File: config.mk
export PLATFORM = sky130hd
export DESIGN_NAME = edge_mask_gen
export DESIGN_NICKNAME = d
export VERILOG_FILES = /design/src/rtl/edge_mask_gen.sv
export SDC_FILE = /design/constraint.sdc
export NUM_CORES = 1
export LEC_CHECK = 0
export BUFFER_PORTS_ARGS = -buffer_cell sky130_fd_sc_hd__buf_2
export CORE_AREA = 2 2 122 124
export DETAILED_ROUTE_END_ITERATION = 16
export DIE_AREA = 0 0 124 126
export PLACE_DENSITY_LB_ADDON = 0.05
export SETUP_SLACK_MARGIN = 0.2
export SYNTH_ARGS = -nofsm -noshare
export SYNTH_HDL_FRONTEND = slang
export SYNTH_SLANG_ARGS = --single-unit
File: constraint.sdc
create_clock -name clk -period 4.3 [get_ports clk]
set_clock_uncertainty 0.1 [all_clocks]
set_input_delay 0.86 -clock clk [delete_from_list [all_inputs] [get_ports clk]]
set_output_delay 0.86 -clock clk [all_outputs]
set_load 0.03 [all_outputs]
File: src/rtl/edge_mask_gen.sv
module edge_mask_gen #(
  parameter int ADDR_W   = 64,
  parameter int NARROW_W = 32
) (
  input  logic              clk,
  input  logic              rst_n,
  input  logic              in_valid,
  input  logic [ADDR_W-1:0] addr_a,
  input  logic [ADDR_W-1:0] addr_b,
  input  logic [1:0]        elem_size,
  input  logic              little_end,
  input  logic              narrow_mode,
  input  logic              flags_en,
  output logic              out_valid,
  output logic [ADDR_W-1:0] mask_out,
  output logic              flag_we,
  output logic [3:0]        cc_narrow,
  output logic [3:0]        cc_wide
);
  localparam int LANES   = 8;
  localparam int IDX_W   = $clog2(LANES);

  logic [IDX_W-1:0] ka, kb, top;
  logic [LANES-1:0] ones, left_m, right_m, edge_m;
  logic             same_blk;
  logic [ADDR_W:0]  dw;
  logic [NARROW_W:0] dn;
  logic [3:0]       ccw_n, ccn_n;

  always_comb begin
    case (elem_size)
      2'd1: begin
        ka   = {1'b0, addr_a[2:1]};
        kb   = {1'b0, addr_b[2:1]};
        ones = 8'h0F;
        top  = 3'd3;
      end
      2'd2: begin
        ka   = {2'b0, addr_a[2]};
        kb   = {2'b0, addr_b[2]};
        ones = 8'h03;
        top  = 3'd1;
      end
      default: begin
        ka   = addr_a[2:0];
        kb   = addr_b[2:0];
        ones = 8'hFF;
        top  = 3'd7;
      end
    endcase
  end

  always_comb begin
    if (little_end) begin
      left_m  = (ones << ka) & ones;
      right_m = ones >> (top - kb);
    end else begin
      left_m  = ones >> ka;
      right_m = (ones << (top - kb)) & ones;
    end
  end

  assign same_blk = narrow_mode ? (addr_a[NARROW_W-1:IDX_W] == addr_b[NARROW_W-1:IDX_W])
                                : (addr_a[ADDR_W-1:IDX_W] == addr_b[ADDR_W-1:IDX_W]);
  assign edge_m   = same_blk ? (left_m & right_m) : left_m;

  assign dw = {1'b0, addr_a} - {1'b0, addr_b};
  assign dn = {1'b0, addr_a[NARROW_W-1:0]} - {1'b0, addr_b[NARROW_W-1:0]};

  assign ccw_n = {dw[ADDR_W-1], dw[ADDR_W-1:0] == '0,
                  (addr_a[ADDR_W-1] ^ addr_b[ADDR_W-1]) & (dw[ADDR_W-1] ^ addr_a[ADDR_W-1]),
                  dw[ADDR_W]};
  assign ccn_n = {dn[NARROW_W-1], dn[NARROW_W-1:0] == '0,
                  (addr_a[NARROW_W-1] ^ addr_b[NARROW_W-1]) & (dn[NARROW_W-1] ^ addr_a[NARROW_W-1]),
                  dn[NARROW_W]};

  always_ff @(posedge clk) begin
    if (!rst_n) begin
      out_valid <= 1'b0;
      flag_we   <= 1'b0;
      mask_out  <= '0;
      cc_narrow <= '0;
      cc_wide   <= '0;
    end else begin
      out_valid <= in_valid;
      flag_we   <= in_valid & flags_en;
      if (in_valid) mask_out <= {{(ADDR_W-LANES){1'b0}}, edge_m};
      if (in_valid && flags_en) begin
        cc_narrow <= ccn_n;
        cc_wide   <= ccw_n;
      end
    end
  end
endmodule

### Word level (Yosys, flattened, before mapping)

Cells that the tools add are included.

* logic and storage cells: 37
* bits of input ports: 136
* register bits: 18
* output and inout port bits: 74

* muxes and demuxes: 8
* shift operators: 4
* eq/ne operators: 4
* add/subtract/negate cells: 3
* reductions and logical operators: 3
* bitwise operators: 10

Operators by type and width (count)
* $sub 64x64->65: 1
* $logic_not 64->1: 1
* $eq 61x61->1: 1
* $sub 32x32->33: 1
* $logic_not 32->1: 1
* $eq 29x29->1: 1
* $and 8x8->8: 3
* $mux 8: 3
* $pmux 3 s2: 3
* $pmux 8 s2: 1
* $shl 8x3->8: 2
* $shr 8x3->8: 2
* $xor 1x1->1: 4
* $and 1x1->1: 3
* $sub 3x3->3: 1
* $eq 2x1->1 const B: 1
* $eq 2x2->1 const B: 1
* $logic_and 1x1->1: 1
* $mux 1: 1

### Longest topological paths before layout

Gate-level depths: netlist (run 1).

* depth after elaboration: 8
* mapped depth: 16

### Worst setup path after synthesis (run 1)

OpenSTA, ideal clock, no wires.

* kind: input-to-reg
* start point: input port addr_a[0]
* end point: register cc_wide[2]
* path buffers: 0
* stages: 14
* setup time: 117 ps
* required time: 4083 ps
* arrival time: 3493 ps
* slack: 590 ps
* cells stage by stage: inv_1 ha_1 fa_1 nor2b_1 o31a_1 o21a_1 nand3_1 a311o_1 a2111oi_0 o21a_1 a31oi_1 xor2_1 nand4_1 o21ai_1

* longest elaborated chain between the ends: 2

RTL lines
* start, declared: line 8 `input logic [ADDR_W-1:0] addr_a,`
* $sub 64x64->65: line 67 `assign dw = {1'b0, addr_a} - {1'b0, addr_b};`
* $logic_not 64->1: line 70 `assign ccw_n = {dw[ADDR_W-1], dw[ADDR_W-1:0] == '0,`
* end signal, assigned: line 90 `cc_wide <= ccw_n;`
* end, declared: line 18 `output logic [3:0] cc_wide`

Every way passes these cells.
A chain may end at the register's enable or synchronous reset.

### Final worst setup path (run 1)

Same ends and word-level chain as after synthesis.

==> out/metrics.yaml, run 1 <==
fp.dieH_um: 126
worstHoldPathType: "register to register"
clock_tree_root_buffer_cell: "clkbuf_16"
placementRows: 44
worst_ep_arrival_time_ns: 4.01
post-route-period-util: 0.914
holdWs_ns: 0.373
final_design_area_no_fill_um2: 8380
cell_with_the_biggest_individual_delay_on_the_critical_path: "fa_1"
htree_num_levels: 1
grt_antenna_before_repair: 0
critical_path.endpoint_type: "register"
syn_area_um2: 7070
effective_utilization_at_floorplan: 0.494
yosys_most_used_dff: "dfxtp_1"
synth_async_sr_flop_share: 0
routed-via-count: 8525
maxCapViolCount: 0
final.fill_count: 1507
design.die.area_um2: 15600
clock_latency_ns: 0.25
detail_route.drc_violations: 0
yosys_warnings: 0
yosysSeqAreaShare: 0.0509
synth_top_area_cell: "ha_1"
grt_start_max_net_pins: 26
worstMarginPinSlew_ns: 0.610
routedWlPerCell_um: 15.6
drive_above_1_share: 0.220
worst_ep_required_time_ns: 4.38
power_per_cell_area_nw_per_um2: 190
synth_enable_flop_cells: 0
drtIter0Drc: 614
netlist.area_leader.share: 0.120
final-setup-viol-count: 0
drt_antenna_net_count: 0
clk_path_buf_depth: 2
finalWeightedCongestion: 0.940
dp.final_hpwl_mm: 19.4
dpl-instance-area_um2: 8230
vdd.ir_drop.worst_v: 0.000125
upper_clock_frequency_limit_mhz: 254
crit_path_max_fanout: 5
chipWidth_um: 124
grt_pass1_wl_mm: 36.8
port_buffers: 153
via_per_inst: 5.81
overall_global_routing_usage: 0.282
coreArea_um2: 14300
cp_cell_sequence: "buf_2 > inv_1 > ha_1 > fa_1 > nor2b_2 > o31a_1 > o21a_1 > nand3_1 > a311o_1 > a2111oi_4 > buf_4 > o21a_2 > a31oi_1 > xor2_1 > nand4_1 > o21ai_1"
run_status: "complete, no violations"
critical_path_launch_point_type: "primary input"
timing.critical_path.slowest_cell_delay_ns: 0.41
first_pass_iters: 5
timing.final.crit_period_ns: 3.93
worstSetupPathType: "primary input to register"
hold_viol: 0
wl_mm: 22.9
timing.max_slew.rel_slack: 0.589
tritoncts: "built"
io-pin-count: 210
grt-ovfl-total: 0
cts.clk_slew.worst_paths_ns: 0.05
areaGrowthSynthToFinish_pct: 18.5
rsz_0062_raised_after_global_routing: "false"
seq_cells_post_synth: 18
first_global_vias: 7716
num-nets-final: 1489
count_of_cell_types_in_the_netlist: 84
synthTopCellsByArea: "ha_1 (12%), a21oi_1 (7.4%), buf_4 (6.3%)"
netlist_instances: 1098
cts_num_sinks: 18
synth_area_per_cell_um2: 6.44
cellLeakagePower_nw: 4.03
antenna-diode-count: 0
fin_total_pwr_mw: 1.59
report.final.slew_viol_count: 0
cts-buffers-inserted: 3
==> state kept, by name, indices dropped and copies added (netlist names) <==
register	flops
out_valid	1
mask_out	8
flag_we	1
cc_narrow	4
cc_wide	4
==> metal layers <==
layer	GRT usage	vias to the layer above	routed length (µm)
met2	0.477	348	10700
li1	-	4279	-
met5	0	-	0
met3	0.0149	60	1260
met4	0.0965	0	826
met1	0.380	3838	10100
==> worst paths after layout <==
| kind | start | to | slack (ns) | cells after the start |
|---|---|---|---|---|
| max | addr_a[0] | cc_wide[2] | 0.37 | 16 |
| min | mask_out[3] | mask_out[3] | 0.37 | 1 |
| max reg2reg | cc_narrow[0] | cc_narrow[0] | 3.49 | 2 |
| min reg2reg | mask_out[3] | mask_out[3] | 0.37 | 1 |
==> power by group <==
group          switching [mW]  internal [mW]
clock                  0.0619          0.141
combinational           0.737          0.471
sequential            0.00437          0.177
total                   0.804          0.789
==> layout by cell type (no fill, tap or decap), types with 12 or more instances in the layout <==
cell type / netlist / layout
a21o_1: 23 / 23
nor4_1: 14 / 14
o21a_1: 19 / 18
a31oi_1: 17 / 16
xor2_1: 18 / 18
buf_4: 59 / 83
inv_1: 95 / 95
nor3_1: 30 / 30
xnor2_1: 18 / 18
dfxtp_1: 18 / 18
a21oi_1: 104 / 101
conb_1: 1 / 56
buf_2: 15 / 153
nor2_1: 78 / 78
nand4_1: 39 / 39
nand2_1: 117 / 117
nand3_1: 29 / 28
nand2b_1: 17 / 17
ha_1: 68 / 68
o211ai_1: 12 / 12
o21ai_0: 74 / 74
==> synth_stat cells, types with 7 or more instances <==
| master | instances |
|---|---|
| o21bai_1 | 11 |
| a21o_1 | 23 |
| mux2i_1 | 9 |
| a31oi_1 | 17 |
| nor3_1 | 30 |
| o21ai_0 | 74 |
| buf_4 | 59 |
| a31o_2 | 7 |
| a221oi_1 | 7 |
| inv_1 | 95 |
| nor4_1 | 14 |
| nand2_1 | 117 |
| buf_2 | 15 |
| o211ai_1 | 12 |
| o22ai_1 | 7 |
| nor2_1 | 78 |
| o2111ai_1 | 9 |
| ha_1 | 68 |
| nand3_1 | 29 |
| a211oi_1 | 10 |
| nor2b_1 | 12 |
| a21boi_0 | 11 |
| a21oi_1 | 104 |
| xnor2_1 | 18 |
| dfxtp_1 | 18 |
| nand4_1 | 39 |
| o21a_1 | 19 |
| clkbuf_1 | 31 |
| xor2_1 | 18 |
| nand2b_1 | 17 |
==> through the flow <==
| step | TNS [ns] | setup slack, ns | util | instances |
|---|---|---|---|---|
| finish | 0 | 0.370 | 0.585 | 1467 |
| global route | 0 | 0.191 | 0.585 | 1467 |
| CTS | 0 | 0.253 | 0.581 | 1467 |
| detailed placement | -0.198 | -0.198 | 0.575 | 1463 |
| global placement | -0.175 | -0.175 | 0.575 | 1463 |
| floorplan | 0 | 0.590 | - | 1153 |
==> cell families after synthesis <==
kind of cell / Yosys count / synth area share
multiplexers: 10 / 0.0143
AO/OA/AOI/OAI: 375 / 0.349
flip-flops: 18 / 0.0509
XOR/XNOR: 36 / 0.0446
other: 1 / 0.000530
adder cells (fa/ha/maj): 69 / 0.123
buffers and inverters: 206 / 0.148
AND/OR/NAND/NOR: 383 / 0.269
==> worst max-delay path: cells and delay by family <==
| family | cells | cell delay (ns) |
|---|---|---|
| AOI/OAI and AO/OA | 7 | 1.57 |
| xor gates and xnor gates | 1 | 0.16 |
| adders and majority gates | 2 | 0.64 |
| buffers and inverters | 3 | 0.32 |
| and+or+nand+nor | 3 | 0.45 |
==> what timing repair did <==
action,4_1_cts,5_1_grt
setup endpoints to repair,1,1
hold buffers,0,0
pin swaps,0,2
resized for setup,2,13
setup buffers,0,0
==> layout make-up <==
class | instances | area (µm²) | share of cell area
multi-input combinational | 929 | 5930 | 0.708
timing repair buffer | 237 | 1410 | 0.168
sequential | 18 | 360 | 0.0430
inverter | 95 | 357 | 0.0426
tap | 184 | 230 | 0.0275
clock buffer | 4 | 88.8 | 0.0106
(Power assumes the default switching activity.)
==> run 2, diff against run 1 <==
--- a/config.mk
+++ b/config.mk
@@ -10,6 +10,7 @@
 export DETAILED_ROUTE_END_ITERATION = 16
 export DIE_AREA = 0 0 124 126
 export PLACE_DENSITY_LB_ADDON = 0.05
+export REMOVE_ABC_BUFFERS = 1
 export SETUP_SLACK_MARGIN = 0.2
 export SYNTH_ARGS = -nofsm -noshare
 export SYNTH_HDL_FRONTEND = slang
==> run 2 against run 1 <==
Compared with the run above:
- sequential share of layout area barely moved
- critical path depth fell by 1
- fmax rose by 0.14%
- non-clock buffer count shrank 3
==> out/metrics.yaml, run 2 (synthesis gave the netlist of run 1 again) <==
run_status: "complete, no violations"
maxCapViolCount: 0  # unchanged
seqCellArea_um2: 360  # unchanged
grt_pass1_wl_mm: 35.9  # -2.3%
mostFrequentLayoutCells: "buf_2 (153), nand2_1 (117), a21oi_1 (103)"
chipWidth_um: 124  # unchanged
fp.dieH_um: 126  # unchanged
grt_antenna_before_repair: 0  # unchanged
drive_above_1_share: 0.217  # -0.00261
final-setup-viol-count: 0  # unchanged
layout.cells.most_common: "buf_2"
grt_start_max_net_pins: 26  # unchanged
post-route-worst-setup-slack_ns: 0.376  # +0.00567 ns
cts.clk_slew.worst_paths_ns: 0.05  # about the same
largest-register: "mask_out"
placed_cells_incl_taps: 1458  # -0.34%
holdWs_ns: 0.374  # +0.000985 ns
finalWeightedCongestion: 0.945  # +0.50%
placementRows: 44  # unchanged
num-nets-final: 1486  # -0.20%
clock_latency_ns: 0.24  # about the same
upper_clock_frequency_limit_mhz: 255  # +0.14%
first_global_vias: 7602  # -1.5%
count_of_placed_standard_cells_in_the_final_layout_fillers_left_out: 1464  # -0.20%
routedWlPerCell_um: 15.5  # -0.39%
overall_global_routing_usage: 0.277  # -0.00578
final_core_occ: 0.583  # -0.00218
design.die.area_um2: 15600  # unchanged
areaGrowthSynthToFinish_pct: 18.0
post-route-period-util: 0.913  # -0.00132
place_worst_setup_slack_ns: -0.193  # +0.00429 ns
hold_viol: 0  # unchanged
via_per_inst: 5.83  # +0.28%
tritoncts: "built"
biggestRegsByFlops: "mask_out x8, cc_narrow x4, cc_wide x4"
cts_hold_buf: 0  # unchanged
fin_tns_setup_ns: 0  # unchanged
dpl-instance-area_um2: 8190  # -0.46%
grt-ovfl-total: 0  # unchanged
cts-buffers-inserted: 3  # unchanged
htree_num_levels: 1  # unchanged
port_buffers: 153  # unchanged
io-pin-count: 210  # unchanged
power_per_cell_area_nw_per_um2: 189  # -0.37%
fin_total_pwr_mw: 1.58  # -0.74%
worstHoldPathType: "register to register"
detail_route.drc_violations: 0  # unchanged
wl_mm: 22.7  # -0.59%
rsz_0062_raised_after_global_routing: "false"
coreArea_um2: 14300  # unchanged
cellLeakagePower_nw: 4.01  # -0.43%
antenna-diode-count: 0  # unchanged
worst_ep_arrival_time_ns: 4.00  # about the same
crit_path_max_fanout: 7  # +2
critical_path.endpoint_type: "register"
final.fill_count: 1515  # +0.53%
drt_antenna_net_count: 0  # unchanged
multi_input_comb_area_um2: 5930  # -0.15%
largest_register_ff_count: 8  # unchanged
worstMarginPinSlew_ns: 0.593  # -0.0170 ns
vdd.ir_drop.worst_v: 0.000130  # +3.6%
worst_ep_required_time_ns: 4.38  # about the same
effective_utilization_at_floorplan: 0.494  # unchanged
critical_path_launch_point_type: "primary input"
dp.final_hpwl_mm: 19.1  # -1.6%
clock_tree_root_buffer_cell: "clkbuf_16"
cts_num_sinks: 18  # unchanged
timing.max_slew.rel_slack: 0.601  # +0.0115
report.final.slew_viol_count: 0  # unchanged
final_design_area_no_fill_um2: 8350  # -0.37%
routed-via-count: 8531  # +0.070%
drtIter0Drc: 786  # +28%
worstSetupPathType: "primary input to register"
clk_path_buf_depth: 2  # unchanged
first_pass_iters: 5  # unchanged
timing.final.crit_period_ns: 3.92  # -0.00567 ns
[run 2: cell count changes in the layout (fill, tap and decap cells not counted), sizes merged]
cell	previous run	this run
buf	237	234
[run 2: report_power, final]
part | leakage, nW | internal (mW) | switching [mW]
Combinational | 3.82 | 0.467 | 0.733
Sequential | 0.147 | 0.177 | 0.00427
Clock | 0.0442 | 0.141 | 0.0585
[run 2: path summary, 6_finish.rpt]
| kind | start | endpoint | slack [ns] | depth (start not counted) |
|---|---|---|---|---|
| worst max-delay path | addr_b[15] | cc_wide[2] | 0.38 | 15 |
| worst min-delay path | mask_out[3] | mask_out[3] | 0.37 | 1 |
| worst max register to register | cc_narrow[3] | cc_narrow[3] | 3.50 | 3 |
| worst min register to register | mask_out[3] | mask_out[3] | 0.37 | 1 |
[run 2: critical path: stages]
cell,delay [ns]
buf_2,0.07
inv_1,0.03
ha_1,0.41
nand4_1,0.24
nor4_1,0.44
o2111ai_1,0.20
nand3_1,0.12
buf_4,0.17
a21oi_1,0.13
xnor2_1,0.16
nor4_2,0.38
nand4_2,0.16
nor4_2,0.35
nand4_1,0.12
o21ai_1,0.13
[run 2: final cells by class]
cell class	count	area share
multi-input cells	929	0.710
repair buffers	234	0.166
flip-flops and latches	18	0.0432
inverters	95	0.0427
well taps	184	0.0276
clock buffers	4	0.0106
[run 2: repair_timing]
| action | in CTS | in global routing |
|---|---|---|
| buffers inserted | 0 | 2 |
| gates cloned | 0 | 0 |
| pin swaps | 0 | 3 |
| setup endpoints to repair | 1 | 1 |
| gates resized for setup | 2 | 13 |
[run 2: metal layers]
layer | vias up | share of wire | track usage
met1 | 3861 | 0.44 | 0.364
met4 | 0 | 0.026 | 0.0701
met5 | - | 0 | 0
met3 | 48 | 0.059 | 0.0163
li1 | 4274 | - | -
met2 | 348 | 0.47 | 0.487
